[src/rtl/ifc_pkg.sv]
package ifc_pkg;
  localparam int RATIO_W = 3;
  localparam int CFG_W   = RATIO_W + 1;

  // bit 0: automatic detection, bits RATIO_W:1: ratio field
  typedef struct packed {
    logic [RATIO_W-1:0] ratio;
    logic               auto_en;
  } ifc_cfg_t;
endpackage

[src/rtl/ifc_ce_gen.sv]
module ifc_ce_gen
  import ifc_pkg::*;
(
  input  logic     clk,
  input  logic     rst,
  input  logic     cfg_we,
  input  ifc_cfg_t cfg,
  input  logic     mclk_edge,
  output logic     ce
);
  logic [RATIO_W-1:0] cnt;
  logic               div_hit;

  assign div_hit = (cnt >= cfg.ratio);

  always_ff @(posedge clk) begin
    if (rst || cfg_we || div_hit) cnt <= '0;
    else                          cnt <= cnt + 1'b1;
  end

  assign ce = cfg.auto_en ? mclk_edge : div_hit;
endmodule

[src/rtl/ifc_req_stage.sv]
module ifc_req_stage #(
  parameter int AW = 10
) (
  input  logic          clk,
  input  logic          rst,
  input  logic          ce,
  input  logic          req_valid,
  input  logic [AW-1:0] req_addr,
  output logic          req_ready,
  output logic          pend_v,
  output logic          bus_en,
  output logic [AW-1:0] bus_addr
);
  logic [AW-1:0] pend_addr;
  logic          take;

  assign req_ready = !pend_v || ce;
  assign take      = req_valid && req_ready;

  always_ff @(posedge clk) begin
    if (rst) begin
      pend_v    <= 1'b0;
      pend_addr <= '0;
      bus_en    <= 1'b0;
      bus_addr  <= '0;
    end else if (ce) begin
      if (pend_v) begin
        bus_en   <= 1'b1;
        bus_addr <= pend_addr;
        pend_v   <= take;
        if (take) pend_addr <= req_addr;
      end else begin
        bus_en <= take;
        if (take) bus_addr <= req_addr;
      end
    end else if (take) begin
      pend_v    <= 1'b1;
      pend_addr <= req_addr;
    end
  end
endmodule

[src/rtl/ifc_rsp_stage.sv]
module ifc_rsp_stage #(
  parameter int DW = 32
) (
  input  logic          clk,
  input  logic          rst,
  input  logic          ce,
  input  logic          bus_en,
  input  logic [DW-1:0] ram_rdata,
  output logic          rsp_done,
  output logic [DW-1:0] rsp_data
);
  logic rd_v;

  always_ff @(posedge clk) begin
    if (rst) begin
      rd_v     <= 1'b0;
      rsp_done <= 1'b0;
      rsp_data <= '0;
    end else begin
      rsp_done <= 1'b0;
      if (ce) begin
        rd_v <= bus_en;
        if (rd_v) begin
          rsp_done <= 1'b1;
          rsp_data <= ram_rdata;
        end
      end
    end
  end
endmodule

[src/rtl/ifc_fetch_ctl.sv]
module ifc_fetch_ctl
  import ifc_pkg::*;
#(
  parameter int AW = 10,
  parameter int DW = 32
) (
  input  logic             clk,
  input  logic             rst,
  input  logic             cfg_we,
  input  logic [CFG_W-1:0] cfg_wdata,
  input  logic             mclk_edge,
  input  logic             req_valid,
  input  logic [AW-1:0]    req_addr,
  output logic             req_ready,
  output logic             rsp_done,
  output logic [DW-1:0]    rsp_data,
  output logic             mem_ce,
  output logic             ram_en,
  output logic [AW-1:0]    ram_addr,
  input  logic [DW-1:0]    ram_rdata
);
  ifc_cfg_t cfg_q;
  logic     pend_v;

  always_ff @(posedge clk) begin
    if (rst)         cfg_q <= '0;
    else if (cfg_we) cfg_q <= ifc_cfg_t'(cfg_wdata);
  end

  ifc_ce_gen u_ce (
    .clk(clk), .rst(rst), .cfg_we(cfg_we), .cfg(cfg_q),
    .mclk_edge(mclk_edge), .ce(mem_ce)
  );

  ifc_req_stage #(.AW(AW)) u_req (
    .clk(clk), .rst(rst), .ce(mem_ce),
    .req_valid(req_valid), .req_addr(req_addr), .req_ready(req_ready),
    .pend_v(pend_v), .bus_en(ram_en), .bus_addr(ram_addr)
  );

  ifc_rsp_stage #(.DW(DW)) u_rsp (
    .clk(clk), .rst(rst), .ce(mem_ce), .bus_en(ram_en),
    .ram_rdata(ram_rdata), .rsp_done(rsp_done), .rsp_data(rsp_data)
  );
endmodule

[config.mk]
export PLATFORM = sky130hd
export DESIGN_NAME = ifc_fetch_ctl
export DESIGN_NICKNAME = d
export VERILOG_FILES = /design/src/rtl/ifc_pkg.sv /design/src/rtl/ifc_ce_gen.sv /design/src/rtl/ifc_req_stage.sv /design/src/rtl/ifc_rsp_stage.sv /design/src/rtl/ifc_fetch_ctl.sv
export SDC_FILE = /design/constraint.sdc
export NUM_CORES = 1
export LEC_CHECK = 0
export ABC_AREA = 1
export BUFFER_PORTS_ARGS = -buffer_cell sky130_fd_sc_hd__buf_4
export CELL_PAD_IN_SITES_DETAIL_PLACEMENT = 0
export CELL_PAD_IN_SITES_GLOBAL_PLACEMENT = 1
export CORE_ASPECT_RATIO = 1.2
export CORE_MARGIN = 2
export CORE_UTILIZATION = 30
export DETAILED_ROUTE_END_ITERATION = 10
export PLACE_DENSITY = 0.73
export SLEW_MARGIN = 5
export SYNTH_ARGS = -nofsm -noshare
export SYNTH_HDL_FRONTEND = slang
export SYNTH_HIERARCHICAL = 1
export SYNTH_SLANG_ARGS = --single-unit
export TNS_END_PERCENT = 30
[constraint.sdc]
create_clock -name clk -period 1.8 [get_ports clk]
set_input_delay 0.09 -clock clk [delete_from_list [all_inputs] [get_ports clk]]
set_output_delay 0.09 -clock clk [all_outputs]
set_load 0.1 [all_outputs]
==> qor.csv <==
stage,metric,value,unit
placement,DP HPWL,4666,um
sta,unrepaired setup endpoints after global routing,true,
worst_setup_path,reg2reg setup slack,-0.05,ns
clock_network,clk slew on worst S/H paths,0.05,ns
finish,"commonest non-fill, non-tap cell in the layout",nand2_1,
sta,Slew HR,55.77,%
logic_synthesis,Synth Warn #,6,
floorplanning,Initial Utilization,30.44,%
worst_setup_path,r2r startpoint,cfg_q[3],
logic_synthesis,syn_nets,502,
finish,share of layout cells above drive strength 1,28.02,%
global_route,Tot GR Track Use,14.61,%
sta,Slew @ Worst Pin,0.6627,ns
clock_network,htree depth,3,
finish,most frequent cells in the layout,"128 x nand2_1, 109 x buf_4, 101 x nor2_1, 82 x inv_1, 57 x dfxtp_1",
detailed_routing,M1 WL,3628,um
logic_synthesis,synthesized area,2851,um^2
detailed_routing,drt pass-1 iters,4,
detailed_routing,drt wl/cell,10.98,um
run,maxcap violations,0,
worst_setup_path,crit-path cells,inv_2 > ha_4 > nand2_1 > inv_1 > nand2_1 > buf_4 > buf_4 > buf_4 > buf_4 > buf_4 > buf_4 > buf_6 > nand3_4 > nor2_1,
sta,Fmax,539.7,MHz
detailed_routing,DRT iter0 DRCs,105,
sta,"Slew Viols, Final",0,
placement,GP Congestion,0.7111,
floorplanning,IO Pins,97,
placement,DP Worst Slack,0.02901,ns
clock_network,worst skew pair latency,0.32,ns
floorplanning,core outline area,9369,um^2
sta,final worst setup slack,-0.05290,ns
clock_network,cts bufs inserted,9,
placement,Placed Cells,656,
power_and_ir_drop,pwr dens,1069,nW/um^2
detailed_routing,highest routed layer,met4,
worst_setup_path,critical-path maximum fanout,3,
detailed_routing,total wire length,7896,um
placement,IO buf count,96,
worst_setup_path,crit-path most repeated cell,buf_4,
worst_setup_path,Setup crit start kind,flip-flop,
detailed_routing,total number of vias,2917,
power_and_ir_drop,Max IR drop VDD,0.5138,mV
global_route,Overflow after GRT,0,
clock_network,clock sinks,63,
worst_setup_path,crit path launch,cfg_q[3],
clock_network,CTS Root Cell,clkbuf_16,
floorplanning,total die area,10300,um^2
sta,final setup vio count,4,
logic_synthesis,Seq cells post-synth,63,
worst_setup_path,CP required,2.01,ns
worst_setup_path,CP max-delay cell,dfxtp_2,
logic_synthesis,Mean Syn Cell Area,6.379,um^2
worst_setup_path,Critical Path AT,2.06,ns
detailed_routing,met3 WL post-DR,412,um
detailed_routing,vias per cell,4.057,
clock_network,deepest clock path buffer count,2,
logic_synthesis,Gate Count Post-Synth,447,
floorplanning,die width,93,um
finish,Util after Layout,49.72,%
clock_network,TritonCTS clock tree,built,
finish,"Cell Count, Final, Fillers Out",719,
logic_synthesis,sequential fraction of the synthesis area,44.23,%
worst_setup_path,CP endpoint,u_ce/cnt[2],
floorplanning,DIE HEIGHT,110.8,um
global_route,vias in the first global route,2667,
detailed_routing,met2 WL,3763,um
power_and_ir_drop,cell leakage power,0.002509,uW
sta,clk_skew,0.003962,ns
sta,Final Hold Viols,0,
global_route,largest net degree at the start of global routing,49,
logic_synthesis,Synth cell types,20,
worst_setup_path,RR Endpoint,u_ce/cnt[2],
sta,Tmin final,1.853,ns
finish,P&R area growth vs syn,63.36,%
floorplanning,row cnt,39,
detailed_routing,Post-route DRC,0,
sta,final worst path period share,102.9,%
worst_hold_path,worst min-delay path class,input pin to flip-flop,
worst_setup_path,Setup crit end kind,flip-flop,
run_status,failing checks,setup timing,
sta,setup TNS after final layout,-0.1577,ns
worst_setup_path,Crit path largest cell delay,0.33,ns
worst_setup_path,R2R depth,14,
detailed_routing,antenna-violating nets left,0,
global_route,initial antenna violation count,0,
worst_setup_path,kind of critical path,flip-flop to flip-flop,
finish,# fillers,939,
run_status,status,"complete, but fails checks",
finish,diode count,0,
finish,NumNets Final,647,
global_route,first-pass GRT wire length,12060,um
[layer usage]
layer	vias to the layer above	track usage, %
li1	1574	-
met2	86	23.53
met3	8	4.079
met1	1249	18.11
met4	0	6.373
met5	-	0
[power by group]
group / internal (uW) / switching (uW) / leakage [uW]
clock: 1040 / 578 / 0.000136
combinational: 543 / 1200 / 0.00185
sequential: 1540 / 80.4 / 0.000519
total: 3120 / 1860 / 0.00251
[synth_stat cells]
library cell | instances | area, um^2
buf_2 | 11 | 55.05
nor2_1 | 108 | 405.4
buf_1 | 1 | 3.750
buf_6 | 4 | 45.04
ha_1 | 4 | 50.05
dfxtp_1 | 63 | 1261
nand3_2 | 1 | 10.01
inv_2 | 2 | 7.510
a21oi_1 | 2 | 10.01
nand2_1 | 133 | 499.2
xnor2_1 | 1 | 8.760
o21ai_1 | 1 | 5.000
nand4_1 | 10 | 62.56
a21oi_2 | 1 | 8.760
clkbuf_1 | 3 | 11.26
nand3_1 | 1 | 5.000
inv_1 | 87 | 326.6
o21ai_0 | 11 | 55.05
nor2_2 | 1 | 6.260
buf_4 | 2 | 15.01
[logic make-up after synthesis]
group | Yosys count | share of synthesized area (%)
flops | 63 | 44.23
compound gates | 15 | 2.764
xor+xnor | 1 | 0.3072
fa+ha+maj | 4 | 1.755
simple gates | 254 | 34.66
buf+inv | 110 | 16.28
[how the worst min path moves through the flow]
stage	slack [ns]	to	cells past startpoint	start
after CTS	0.007	u_rsp/rsp_data[10]	3	ram_rdata[10]
after detailed placement	0.32	u_rsp/rsp_data[22]	3	ram_rdata[22]
after floorplan	0.16	u_req/bus_en	1	rst
after global routing	0.03	u_rsp/rsp_data[10]	3	ram_rdata[10]
final	0.02	u_rsp/rsp_data[10]	3	ram_rdata[10]
after global placement	0.31	u_rsp/rsp_data[3]	3	ram_rdata[3]
[layout make-up]
type / instances / area (um^2) / area share, %
Multi-Input combinational cell: 274 / 1259 / 27.02
Sequential cell: 63 / 1269 / 27.24
Tap cell: 123 / 153.9 / 3.304
Timing Repair Buffer: 155 / 1363 / 29.25
Inverter: 89 / 336.6 / 7.225
Clock buffer: 15 / 277.8 / 5.963
[repair_timing]
action / in CTS / in global routing
hold buffers: 32 / 0
buffers inserted: 12 / 1
setup endpoints to repair: 2 / 48
pin swaps: 8 / 4
cloned: 0 / 3
resized for setup: 19 / 25
endpoints found under the hold margin: 34 / 0
[per-stage QoR]
step | cell area [um^2] | total power [uW] | hold WS (ns)
2_1_floorplan | 2890 | 2824 | 0.1591
3_3_place_gp | 3727 | 3165 | 0.3104
3_5_place_dp | 3727 | 3177 | 0.3201
4_1_cts | 4493 | 4946 | 0.006703
5_1_grt | 4658 | 5234 | 0.03386
6_report | 4658 | 4980 | 0.01664
[critical path, delay by kind of cell (launching register included)]
family | cells | cell delay (ns)
buffers and inverters | 9 | 0.94
adders and majority gates | 1 | 0.28
and+or+nand+nor | 4 | 0.23
DFF | 1 | 0.33
[flip-flops by register name, summed over array words and instances, names as in the netlist]
name	cells
u_req/pend_v	1
u_req/bus_en	1
u_ce/cnt	3
u_rsp/rsp_data	32
u_rsp/rd_v	1
u_req/pend_addr	10
u_rsp/rsp_done	1
cfg_q	4
u_req/bus_addr	10
(Power assumes the default switching activity.)
